==> src/rtl/wpk_pkg.sv <==
package wpk_pkg;

  typedef enum logic [1:0] {
    DONE_OK    = 2'd0,
    DONE_RANGE = 2'd1,
    DONE_IOERR = 2'd2
  } doneCode_t;

  // Strobes from the control FSM to the datapath.
  typedef struct packed {
    logic clearCount;  // accepted start: zero the success counter
    logic load;        // accepted start that will move data
    logic take;        // one byte accepted from the stream
    logic commit;      // successful response: credit pending bytes
    logic advance;     // move to the next aligned word
  } strobes_t;

endpackage

==> src/rtl/wpk_datapath.sv <==
module wpk_datapath
  import wpk_pkg::*;
#(
  parameter int ADDR_W     = 12,
  parameter int LEN_W      = 13,
  parameter int WORD_BYTES = 4,
  parameter int DEV_BYTES  = 4096
) (
  input  logic                    clk,
  input  logic                    rstN,
  input  strobes_t                stb,
  input  logic [ADDR_W-1:0]       startAddr,
  input  logic [LEN_W-1:0]        startLen,
  input  logic [7:0]              byteData,
  output logic [ADDR_W-1:0]       pgmAddr,
  output logic [8*WORD_BYTES-1:0] pgmData,
  output logic [LEN_W-1:0]        bytesWritten,
  output logic                    lastLane,
  output logic                    lastByte,
  output logic                    remZero,
  output logic                    lenZero,
  output logic                    rangeBad
);

  localparam int LANE_W = $clog2(WORD_BYTES);
  localparam int SUM_W  = ((ADDR_W > LEN_W) ? ADDR_W : LEN_W) + 1;

  logic [ADDR_W-1:0] wordAddr;
  logic [LANE_W-1:0] lane;
  logic [LEN_W-1:0]  remaining;
  logic [LANE_W:0]   pending;
  logic [LEN_W-1:0]  count;
  logic [7:0]        wordData [WORD_BYTES];

  logic [ADDR_W-1:0] alignedStart;
  logic [SUM_W-1:0]  endAddr;

  assign alignedStart = {startAddr[ADDR_W-1:LANE_W], {LANE_W{1'b0}}};
  assign endAddr      = SUM_W'(startAddr) + SUM_W'(startLen);
  assign rangeBad     = endAddr > SUM_W'(DEV_BYTES);
  assign lenZero      = (startLen == '0);

  assign lastLane = (lane == LANE_W'(WORD_BYTES - 1));
  assign lastByte = (remaining == LEN_W'(1));
  assign remZero  = (remaining == '0);

  // Word position, lane pointer, byte budget
  always_ff @(posedge clk or negedge rstN) begin
    if (!rstN) begin
      wordAddr  <= '0;
      lane      <= '0;
      remaining <= '0;
      pending   <= '0;
    end else if (stb.load) begin
      wordAddr  <= alignedStart;
      lane      <= startAddr[LANE_W-1:0];
      remaining <= startLen;
      pending   <= '0;
    end else if (stb.advance) begin
      wordAddr  <= wordAddr + ADDR_W'(WORD_BYTES);
      lane      <= '0;
      pending   <= '0;
    end else if (stb.take) begin
      lane      <= lane + LANE_W'(1);
      remaining <= remaining - LEN_W'(1);
      pending   <= pending + (LANE_W + 1)'(1);
    end
  end

  // Lane storage: every lane starts as erased filler
  always_ff @(posedge clk or negedge rstN) begin
    if (!rstN) begin
      for (int i = 0; i < WORD_BYTES; i++) wordData[i] <= 8'hFF;
    end else if (stb.load || stb.advance) begin
      for (int i = 0; i < WORD_BYTES; i++) wordData[i] <= 8'hFF;
    end else if (stb.take) begin
      for (int i = 0; i < WORD_BYTES; i++)
        if (lane == LANE_W'(i)) wordData[i] <= byteData;
    end
  end

  // Success counter
  always_ff @(posedge clk or negedge rstN) begin
    if (!rstN)               count <= '0;
    else if (stb.clearCount) count <= '0;
    else if (stb.commit)     count <= count + LEN_W'(pending);
  end

  for (genvar g = 0; g < WORD_BYTES; g++) begin : g_lane
    assign pgmData[8*g +: 8] = wordData[g];
  end

  assign pgmAddr      = wordAddr;
  assign bytesWritten = count;

endmodule

==> src/rtl/wpk_control.sv <==
module wpk_control
  import wpk_pkg::*;
(
  input  logic      clk,
  input  logic      rstN,
  input  logic      startValid,
  input  logic      byteValid,
  input  logic      pgmDone,
  input  logic      pgmErr,
  input  logic      lastLane,
  input  logic      lastByte,
  input  logic      remZero,
  input  logic      lenZero,
  input  logic      rangeBad,
  output strobes_t  stb,
  output logic      busy,
  output logic      byteReady,
  output logic      pgmValid,
  output logic      doneValid,
  output doneCode_t doneCode
);

  typedef enum logic [1:0] {ST_IDLE, ST_FILL, ST_REQ, ST_FIN} state_t;

  state_t    state, stateNext;
  doneCode_t codeReg, codeNext;

  always_comb begin
    stb       = '0;
    stateNext = state;
    codeNext  = codeReg;
    byteReady = 1'b0;
    pgmValid  = 1'b0;
    case (state)
      ST_IDLE: begin
        if (startValid) begin
          stb.clearCount = 1'b1;
          if (lenZero) begin
            codeNext  = DONE_OK;
            stateNext = ST_FIN;
          end else if (rangeBad) begin
            codeNext  = DONE_RANGE;
            stateNext = ST_FIN;
          end else begin
            stb.load  = 1'b1;
            stateNext = ST_FILL;
          end
        end
      end
      ST_FILL: begin
        byteReady = 1'b1;
        if (byteValid) begin
          stb.take = 1'b1;
          if (lastLane || lastByte) stateNext = ST_REQ;
        end
      end
      ST_REQ: begin
        pgmValid = 1'b1;
        if (pgmDone) begin
          if (pgmErr) begin
            codeNext  = DONE_IOERR;
            stateNext = ST_FIN;
          end else begin
            stb.commit = 1'b1;
            if (remZero) begin
              codeNext  = DONE_OK;
              stateNext = ST_FIN;
            end else begin
              stb.advance = 1'b1;
              stateNext   = ST_FILL;
            end
          end
        end
      end
      ST_FIN:  stateNext = ST_IDLE;
      default: stateNext = ST_IDLE;
    endcase
  end

  always_ff @(posedge clk or negedge rstN) begin
    if (!rstN) begin
      state   <= ST_IDLE;
      codeReg <= DONE_OK;
    end else begin
      state   <= stateNext;
      codeReg <= codeNext;
    end
  end

  assign busy      = (state != ST_IDLE);
  assign doneValid = (state == ST_FIN);
  assign doneCode  = codeReg;

endmodule

==> src/rtl/flash_word_packer.sv <==
module flash_word_packer
  import wpk_pkg::*;
#(
  parameter int ADDR_W     = 12,
  parameter int LEN_W      = 13,
  parameter int WORD_BYTES = 4,
  parameter int DEV_BYTES  = 4096
) (
  input  logic                    clk,
  input  logic                    rstN,
  input  logic                    startValid,
  input  logic [ADDR_W-1:0]       startAddr,
  input  logic [LEN_W-1:0]        startLen,
  output logic                    busy,
  output logic                    doneValid,
  output logic [1:0]              doneCode,
  input  logic                    byteValid,
  input  logic [7:0]              byteData,
  output logic                    byteReady,
  output logic                    pgmValid,
  output logic [ADDR_W-1:0]       pgmAddr,
  output logic [8*WORD_BYTES-1:0] pgmData,
  input  logic                    pgmDone,
  input  logic                    pgmErr,
  output logic [LEN_W-1:0]        bytesWritten
);

  strobes_t  stb;
  doneCode_t codeInt;
  logic      lastLane, lastByte, remZero, lenZero, rangeBad;

  wpk_control ctrl_i (
    .clk        (clk),
    .rstN       (rstN),
    .startValid (startValid),
    .byteValid  (byteValid),
    .pgmDone    (pgmDone),
    .pgmErr     (pgmErr),
    .lastLane   (lastLane),
    .lastByte   (lastByte),
    .remZero    (remZero),
    .lenZero    (lenZero),
    .rangeBad   (rangeBad),
    .stb        (stb),
    .busy       (busy),
    .byteReady  (byteReady),
    .pgmValid   (pgmValid),
    .doneValid  (doneValid),
    .doneCode   (codeInt)
  );

  wpk_datapath #(
    .ADDR_W     (ADDR_W),
    .LEN_W      (LEN_W),
    .WORD_BYTES (WORD_BYTES),
    .DEV_BYTES  (DEV_BYTES)
  ) dp_i (
    .clk          (clk),
    .rstN         (rstN),
    .stb          (stb),
    .startAddr    (startAddr),
    .startLen     (startLen),
    .byteData     (byteData),
    .pgmAddr      (pgmAddr),
    .pgmData      (pgmData),
    .bytesWritten (bytesWritten),
    .lastLane     (lastLane),
    .lastByte     (lastByte),
    .remZero      (remZero),
    .lenZero      (lenZero),
    .rangeBad     (rangeBad)
  );

  assign doneCode = codeInt;

endmodule

==> config.mk <==
export PLATFORM = sky130hd
export DESIGN_NAME = flash_word_packer
export DESIGN_NICKNAME = d
export VERILOG_FILES = /design/src/rtl/wpk_pkg.sv /design/src/rtl/wpk_datapath.sv /design/src/rtl/wpk_control.sv /design/src/rtl/flash_word_packer.sv
export SDC_FILE = /design/constraint.sdc
export NUM_CORES = 1
export LEC_CHECK = 0
export BUFFER_PORTS_ARGS = -buffer_cell sky130_fd_sc_hd__buf_2
export CORE_UTILIZATION = 41
export DETAILED_ROUTE_END_ITERATION = 6
export PLACE_DENSITY = 0.66
export SLEW_MARGIN = 25
export SYNTH_ARGS = -nofsm -noshare
export SYNTH_HDL_FRONTEND = slang
export SYNTH_HIERARCHICAL = 1
export SYNTH_SLANG_ARGS = --single-unit
export TNS_END_PERCENT = 30
==> constraint.sdc <==
create_clock -name clk -period 2.5 [get_ports clk]
set_input_delay 0.125 -clock clk [delete_from_list [all_inputs] [get_ports clk]]
set_output_delay 0.125 -clock clk [all_outputs]
set_load 0.02 [all_outputs]
==> impl_metrics.toml, run 1 <==
[run_status]
outcome = "finished with violations"
violations = "negative setup slack"

[drt]
vias_per_cell = 5.19
avgRoutedWirePerCell_um = 14.9
wl_mm = 12.0
dr.first_iter.drc_count = 258
via_count = 4182
drcViolationCount = 0
ant_nets = 0
drtPass1Iterations = 5

[min_path]
hp-class = "in2reg"

[worst_setup_path]
required_ps = 2740
cp_slowest_stage_delay_ps = 370
critPathSlowestCell = "o41ai_2"
crit_chain = "buf_8 -> ha_4 -> inv_2 -> fa_2 -> xnor2_1 -> a2111oi_1 -> and4b_1 -> o211ai_1 -> a2111oi_2 -> o2111ai_2 -> o41ai_2 -> nor2_1 -> nor3_2 -> buf_4 -> buf_6 -> a21oi_2 -> a21o_1"
worstPathMaxFanout = 6
path_buf_inv = 4
path_class = "in2reg"
cp.arrival_ps = 3130
critPathLaunchType = "input pin"
crit_family = "compound AO/OA/AOI/OAI gates"
endpoint_kind = "flop"

[yosys]
syn-cell-area_um2 = 4440
synthFlopType = "dfrtp_1"
synth_top_area_share_pct = 25.4
synth_most_common_cell = "nand2_1"
synth_area_per_cell_um2 = 8.83
seq_area_frac_synth_pct = 44.3
synth_edf_count = 0
postSynthCellCount = 503
yosysTopAreaCell = "dfrtp_1"
synth.distinct_cells = 57
ys.warnings.count = 6
async_flop_share_pct = 100
synth.area.top_cells = "dfrtp_1 25%, dfstp_2 19%, nand2_1 9.7%"
synthTopCellsByCount = "115 x nand2_1, 45 x dfrtp_1, 44 x nand3_1"
synth_seq_cells = 77

[clocking]
cts_buffers = 9
cts_sinks = 77
cts_max_path_buffers = 2
cts-root-buf = "clkbuf_8"
htree_levels = 3
clk_pin_slew_ps = 90
clk_latency_ps = 350
cts_tree = "yes"

[power]
vdd_ir_drop_max_v = 0.000502
power_density_nw_per_um2 = 989
leakage_nw = 2.87

[die]
initial_core_util_pct = 42.6
rows = 37
die_area_um2 = 11300
core-area_um2 = 10400
num_io_pins = 102
die_h_um = 106
die_w_um = 106

[cells_and_area]
fin_util_pct = 58.3
num-nets-final = 729
final_area_um2 = 6080
antennaDiodeCount = 0
layout-drive-gt1-share_pct = 40.1
syn_to_final_growth_pct = 36.9

[grt]
grt_pass1_wl_mm = 19.9
grt_pass1_vias = 4110
grt_start_max_net_pins = 78
grtUsageTotal_pct = 22.3
antenna_found_initial = 0
gr-total-overflow = 0

[timing]
finClkSkew_ps = 15.3
slew_violations = 0
rsz0062_at_grt = "true"
min_period_over_period_pct = 116
period_minus_slack_ps = 2900
hold_violations = 0
tightest_slew_ps = 714
max_clock_freq_mhz = 345
worst_slack_ps = -397
max_slew_margin_pct = 52.0
setup_viol = 63

[place]
place_ws_ps = -860
io_buffers = 99
dpl.hpwl_mm = 8.90
place_congestion = 0.886
placed_area_um2 = 5630

[job]
cap_violations = 0
[cell usage in the layout, fill, tap and decap left out, types with 2 or more instances in the layout]
cell type / synthesis / layout
nand2_1: 115 / 114
buf_2: 0 / 96
buf_4: 2 / 61
dfrtp_1: 45 / 45
dfstp_2: 32 / 32
nor2_1: 31 / 30
nand3_2: 0 / 29
xor2_1: 23 / 23
ha_1: 23 / 22
o21ai_0: 33 / 18
inv_1: 16 / 15
o21ai_1: 1 / 15
nand3_1: 44 / 15
xnor2_1: 15 / 15
a21oi_1: 12 / 11
clkbuf_8: 0 / 10
and2_1: 8 / 8
buf_6: 1 / 7
and3_1: 6 / 6
nor3_1: 11 / 6
nor3_2: 0 / 5
nor2b_1: 4 / 4
nor4_1: 5 / 4
o211ai_1: 4 / 4
nand4_1: 4 / 4
mux2i_1: 4 / 4
o2111ai_1: 4 / 3
or3_1: 3 / 3
nand2b_1: 3 / 3
inv_4: 1 / 2
buf_16: 0 / 2
nand2_2: 1 / 2
nand3b_1: 2 / 2
o22ai_1: 2 / 2
or4_1: 2 / 2
a22o_1: 2 / 2
a21o_1: 2 / 2
conb_1: 1 / 2
buf_12: 0 / 2
[through the flow]
stage                     hold slack (ps)  power [mW]  cells  setup TNS, ps
after floorplan                      -171        3.96    504         -26070
after global placement                323        4.81    784         -46510
after detailed placement              335        4.90    784         -49900
after CTS                            15.2        6.04    806         -24990
after global routing                 30.4        6.43    806         -32950
final                                35.3        6.01    806         -21010
[worst paths after layout]
kind                                   start                   end  slack (ps)  cells after the start
setup reg to reg           dp_i/remaining[7]    dp_i/remaining[11]        -280                     10
min in group asynchronous               rstN  dp_i/bytesWritten[8]         330                      2
setup / recovery                 startLen[0]     dp_i/remaining[3]        -400                     17
hold / removal                  startLen[11]    dp_i/remaining[11]          40                      3
max in group asynchronous               rstN       dp_i/pgmAddr[2]        1620                      2
hold reg to reg             dp_i/pgmData[10]      dp_i/pgmData[10]         500                      2
[cells by family (layout without fill, tap and decap cells)]
group,Yosys count,count (layout),share of synthesized area [%]
xor+xnor,38,38,7.50
mux,5,5,1.16
fa+ha+maj,25,25,7.38
buf+inv,37,203,3.52
other cells,1,2,0.0844
compound gates,74,74,10.7
simple gates,246,246,25.3
flops,77,77,44.3
[worst min-delay path, delay by kind of cell]
kind	cells	cell delay [ps]
buffers and inverters	1	110
AO/OA/AOI/OAI	1	60
AND/OR/NAND/NOR	1	60
[power breakdown]
part / total, mW / internal, mW / leakage (nW) / switching [mW]
registers: 2.24 / 1.88 / 0.917 / 0.356
clock network: 0.935 / 0.454 / 0.102 / 0.481
logic: 2.84 / 1.21 / 1.85 / 1.63
[final cells by class]
type,count,area [µm²]
Fill cell,955,4340
Multi-Input combinational cell,390,2540
Sequential cell,77,1970
Timing Repair Buffer,170,1140
Tap cell,136,170
Clock buffer,12,166
Inverter,17,66.3
Clock inverter,4,28.8
[repair_timing]
item,in CTS,in global routing
endpoints found under the setup margin,63,63
hold endpoints to repair,45,0
pin swaps,13,6
gates resized for setup,50,2
hold buffers,1,0
cloned,2,0
setup buffers,4,0
[metal layers]
metal / global-route usage [%] / vias up / wire [µm]
met2: 37.2 / 106 / 5750
met4: 5.26 / 0 / 134
li1: - / 2044 / -
met5: 0 / - / 0
met3: 3.86 / 10 / 478
met1: 30.2 / 2022 / 5650
[flip-flops by register name (all words and copies together) (netlist names)]
register,count
ctrl_i/doneCode,2
dp_i/pending,3
dp_i/remaining,13
dp_i/lane,2
dp_i/pgmAddr,10
dp_i/bytesWritten,13
dp_i/pgmData,32
ctrl_i/state,2
Note: power is estimated with default switching activity, not from simulation.
==> run 2: changes to the inputs <==
SYNTH_HIERARCHICAL = default   (was 1)
==> impl_metrics.toml, run 2 <==
[worst_setup_path]
r2r_setup_slack_ps = 180
reg2reg_depth = 8
required_ps = 2730
crit_family = "compound AO/OA/AOI/OAI gates"
crit_chain = "buf_4 -> ha_4 -> inv_1 -> fa_2 -> nor2b_2 -> o2111a_1 -> o2111ai_2 -> nor4_2 -> o2111ai_2 -> o22ai_4 -> buf_12 -> nor2_4 -> a221o_1"
cpMostUsedCell = "o2111ai_2"
regToRegStartpoint = "dp_i.remaining[8]"
crit_start = "startAddr[0]"
cp_slowest_stage_delay_ps = 500
r2r-end = "dp_i.pgmAddr[11]"
path_buf_inv = 3
critPathSlowestCell = "fa_2"
endpoint_kind = "flop"
critPathLaunchType = "input pin"
cp.arrival_ps = 2660
worstPathMaxFanout = 7
path_class = "in2reg"

[timing]
rsz0062_at_grt = "true"
period_minus_slack_ps = 2430
slew_violations = 0
setup_viol = 0
max_slew_margin_pct = 52.5
max_clock_freq_mhz = 412
hold_ws_ps = 28.2
tightest_slew_ps = 712
hold_violations = 0
min_period_over_period_pct = 97.1
finClkSkew_ps = 18.0

[yosys]
yosysTopAreaCell = "dfrtp_1"
async_flop_share_pct = 100
synth_top_area_share_pct = 24.5
synth.area.top_cells = "dfrtp_1 25%, dfstp_2 18%, nand2_1 8.8%"
ys.warnings.count = 0
synthTopCellsByCount = "108 x nand2_1, 52 x nand3_1, 45 x dfrtp_1"
syn-cell-area_um2 = 4590
seq_area_frac_synth_pct = 42.9
synth_seq_cells = 77
synthFlopType = "dfrtp_1"
synth_most_common_cell = "nand2_1"
synth_area_per_cell_um2 = 8.78
synth_edf_count = 0
synth.distinct_cells = 54
postSynthCellCount = 523

[min_path]
hp-class = "in2reg"
worstHoldEndpoint = "dp_i.pgmData[25]"
hold_depth = 3
hold_start = "byteData[1]"

[drt]
drcViolationCount = 0
avgRoutedWirePerCell_um = 15.8
highest_layer = "met4"
wl_mm = 13.0
vias_per_cell = 5.39
drtPass1Iterations = 5
ant_nets = 0
wl_met1_mm = 5.81
dr_wl_met3_um = 652
wl_met2_mm = 6.33
via_count = 4423
dr.first_iter.drc_count = 362

[die]
initial_core_util_pct = 42.2
rows = 38
die_w_um = 108
die_area_um2 = 11600
num_io_pins = 102
core-area_um2 = 10900
die_h_um = 108

[cells_and_area]
antennaDiodeCount = 0
num-nets-final = 741
fin_util_pct = 55.3
largest_reg_flops = 32
final_common_cell = "nand2_1"
layout-drive-gt1-share_pct = 32.6
final_cell_mix = "108 x nand2_1, 96 x buf_2, 57 x buf_4"
syn_to_final_growth_pct = 31.3

[grt]
grt_pass1_vias = 4215
grtUsageTotal_pct = 22.8
antenna_found_initial = 0
grt_start_max_net_pins = 78
grt_pass1_wl_mm = 20.5
gr-total-overflow = 0

[clocking]
cts_tree = "yes"
clk_latency_ps = 360
clk_pin_slew_ps = 80
cts_buffers = 9
cts_max_path_buffers = 2
cts-root-buf = "clkbuf_8"
cts_sinks = 77
htree_levels = 3

[place]
place_congestion = 0.872
dpl.hpwl_mm = 9.58
io_buffers = 99

[power]
leakage_nw = 2.89
power_density_nw_per_um2 = 1010
vdd_ir_drop_max_v = 0.000503

[run_status]
outcome = "finished clean"

[job]
cap_violations = 0
==> run 2: changes by cell type after synthesis, sizes merged, moves of 5 or more <==
cell	before	now
clkbuf	11	5
nand4	4	9
and2	8	3
nand2	116	108
buf	9	14
a221o	0	8
xor2	23	18
nand3	44	52
a21oi	12	19
==> run 2: how the worst max path moves through the flow <==
| stage | end | slack, ps | depth (start not counted) |
|---|---|---|---|
| after CTS | dp_i.remaining[10] | 4 | 13 |
| final | dp_i.remaining[10] | 70 | 13 |
| after floorplan | dp_i.pgmAddr[11] | 9 | 11 |
| after global placement | dp_i.pgmAddr[11] | -390 | 14 |
| after detailed placement | dp_i.pgmAddr[11] | -410 | 14 |
| after global routing | dp_i.remaining[10] | -60 | 13 |
==> run 2: stage by stage <==
| stage | instances | worst slack, ps | power [mW] | cell area (µm²) | setup TNS (ps) |
|---|---|---|---|---|---|
| after detailed placement | 798 | -406 | 4.92 | 5630 | -18380 |
| after global placement | 798 | -390 | 4.83 | 5630 | -17660 |
| after CTS | 817 | 4.08 | 6.05 | 5900 | 0 |
| after floorplan | 524 | 9.50 | 3.90 | 4620 | 0 |
| after global routing | 821 | -59.8 | 6.53 | 6020 | -366 |
| final | 821 | 72.3 | 6.08 | 6020 | 0 |
==> run 2: tightest hold or removal path, cell delays in order <==
cell	delay (ps)
buf_2	130
nand2_1	60
nand3_1	60
==> run 2: layer usage <==
layer	vias up	GRT usage (%)
met5	-	0
met4	0	6.85
met3	15	4.96
met2	134	37.5
met1	2138	29.9
li1	2136	-
==> run 2: area by class of cell <==
type / count / area [µm²]
Sequential cell: 77 / 1970
Clock buffer: 10 / 128
Inverter: 20 / 75.1
Tap cell: 140 / 175
Timing Repair Buffer: 161 / 1020
Clock inverter: 5 / 100
Fill cell: 998 / 4860
Multi-Input combinational cell: 408 / 2550
==> run 2: cells by family (layout without fill, tap and decap cells) <==
group | Yosys count | after routing | share of synthesized area (%)
and+or+nand+nor | 253 | 253 | 25.9
adders and majority gates | 25 | 25 | 7.14
buffers and inverters | 39 | 196 | 3.60
AOI/OAI and AO/OA | 93 | 93 | 13.5
DFF | 77 | 77 | 42.9
muxes | 5 | 5 | 1.17
other | 1 | 2 | 0.0817
xor gates and xnor gates | 30 | 30 | 5.73
==> run 2: power by group <==
group | internal [mW] | leakage, nW | switching (mW) | total, mW
clock network | 0.655 | 0.116 | 0.458 | 1.11
registers | 1.86 | 0.915 | 0.370 | 2.23
logic | 1.13 | 1.85 | 1.60 | 2.74
total | 3.65 | 2.89 | 2.43 | 6.08
==> run 2: timing repair <==
| action | 4_1_cts | 5_1_grt |
|---|---|---|
| setup buffers | 0 | 3 |
| pin swaps | 0 | 5 |
| cloned | 0 | 1 |
| hold buffers | 4 | 0 |
| hold endpoints to repair | 48 | 0 |
| endpoints found under the setup margin | 7 | 52 |
| resized for setup | 1 | 12 |
==> run 3: changes to the inputs <==
PLACE_DENSITY = default   (was 0.66)
clock period = 2.31 ns   (was 2.5 ns; I/O delays follow)
==> impl_metrics.toml, run 3 (same netlist as run 2, synthesis figures left out) <==
[grt]
grt_start_max_net_pins = 44
grtUsageTotal_pct = 23.6
grt_pass1_vias = 4342
antenna_found_initial = 0
grt_pass1_wl_mm = 21.2
gr-total-overflow = 0

[drt]
ant_nets = 0
drtPass1Iterations = 5
avgRoutedWirePerCell_um = 15.6
wl_mm = 13.0
drcViolationCount = 0
via_count = 4371
dr.first_iter.drc_count = 249
vias_per_cell = 5.25

[timing]
finClkSkew_ps = 11.1
hold_violations = 0
max_slew_margin_pct = 61.6
min_period_over_period_pct = 99.5
tightest_slew_ps = 570
hold_ws_ps = 18.3
slew_violations = 0
setup_tns_ps = 0
setup_viol = 0
period_minus_slack_ps = 2300
max_clock_freq_mhz = 435
rsz0062_at_grt = "true"

[power]
power_density_nw_per_um2 = 1050
vdd_ir_drop_max_v = 0.000508
leakage_nw = 2.95

[worst_setup_path]
r2r-end = "dp_i.pgmAddr[7]"
cpMostUsedCell = "o2111ai_2"
crit_chain = "buf_8 -> ha_4 -> inv_2 -> fa_2 -> nor2b_4 -> o2111a_1 -> o2111ai_2 -> nor4_2 -> o2111ai_2 -> o22ai_4 -> buf_12 -> nor2_4 -> a221o_1"
path_buf_inv = 3
r2r_setup_slack_ps = 110
crit_family = "compound AO/OA/AOI/OAI gates"
critical_path_depth = 13
cp.arrival_ps = 2520
worstPathMaxFanout = 7
required_ps = 2530
cp_slowest_stage_delay_ps = 500
reg2reg_depth = 9
critPathSlowestCell = "fa_2"
path_class = "in2reg"
endpoint_kind = "flop"
regToRegStartpoint = "dp_i.remaining[7]"
critPathLaunchType = "input pin"

[cells_and_area]
num-nets-final = 752
antennaDiodeCount = 0
syn_to_final_growth_pct = 33.8
fin_util_pct = 56.4
final_cell_mix = "104 x nand2_1, 96 x buf_2, 65 x buf_4"
final_common_cell = "nand2_1"
layout-drive-gt1-share_pct = 35.4
final_area_um2 = 6140
largest_reg_flops = 32

[place]
io_buffers = 99
placed_area_um2 = 5750
place_congestion = 1.02
dpl.hpwl_mm = 10.0

[min_path]
worstHoldEndpoint = "dp_i.lane[0]"
hold_depth = 3
hp-class = "in2reg"
hold_start = "startAddr[0]"

[die]
rows = 38
die_h_um = 108
die_w_um = 108
die_area_um2 = 11600
initial_core_util_pct = 42.2
num_io_pins = 102
core-area_um2 = 10900

[clocking]
htree_levels = 3
cts_buffers = 9
cts_max_path_buffers = 2
clk_latency_ps = 350
cts-root-buf = "clkbuf_8"
cts_sinks = 77
cts_tree = "yes"
clk_pin_slew_ps = 80

[job]
cap_violations = 0

[run_status]
outcome = "finished clean"
run 3: changes by cell type in the layout (fill, tap and decap cells not counted), moves of 3 or more:
cell,change
nand2_2,+4
o21ai_0,-6
o21ai_1,+5
buf_4,+8
buf_8,+3
nand2_1,-4
run 3: worst max-delay path by stage:
stage                              end  slack, ps    startpoint
floorplan            dp_i.remaining[0]       -160  startAddr[0]
global placement     dp_i.remaining[0]       -570  startAddr[0]
detailed placement  dp_i.remaining[12]       -560  startAddr[0]
CTS                 dp_i.remaining[10]        -40   startLen[0]
global route           ctrl_i.state[1]        -80   startLen[0]
finish              dp_i.remaining[10]         10   startLen[0]
run 3: through the flow:
step,total power [mW],std cells,worst slack [ps]
finish,6.42,833,12.6
global route,6.91,833,-79.6
CTS,6.39,833,-44.9
detailed placement,5.31,811,-562
global placement,5.21,811,-572
floorplan,4.22,524,-159
run 3: repair_timing:
| item | in CTS | in global routing |
|---|---|---|
| resized for setup | 20 | 21 |
| hold endpoints to repair | 34 | 0 |
| pin swaps | 14 | 9 |
| endpoints found under the setup margin | 58 | 63 |
| hold buffers | 2 | 0 |
| buffers inserted | 4 | 0 |
run 3: tightest hold or removal path, stage by stage:
cell	delay [ps]
buf_8	80
nand2_1	70
o31ai_2	60
run 3: layer usage:
metal  GRT usage, %  wire length (µm)
met1           30.9              6030
met2           39.5              6140
met3           4.00               538
met4           7.24               245
met5              0                 0
run 3: layout make-up:
cell class	count	area, µm²
timing repair buffer	172	1130
sequential	77	1970
tap	140	175
inverter	20	75.1
fill	975	4750
clock inverter	4	47.5
multi-input combinational	408	2610
clock buffer	12	145
run 3: power by group:
part | internal [mW] | leakage [nW] | switching [mW]
logic | 1.25 | 1.93 | 1.71
registers | 2.01 | 0.915 | 0.434
clock network | 0.527 | 0.0980 | 0.491
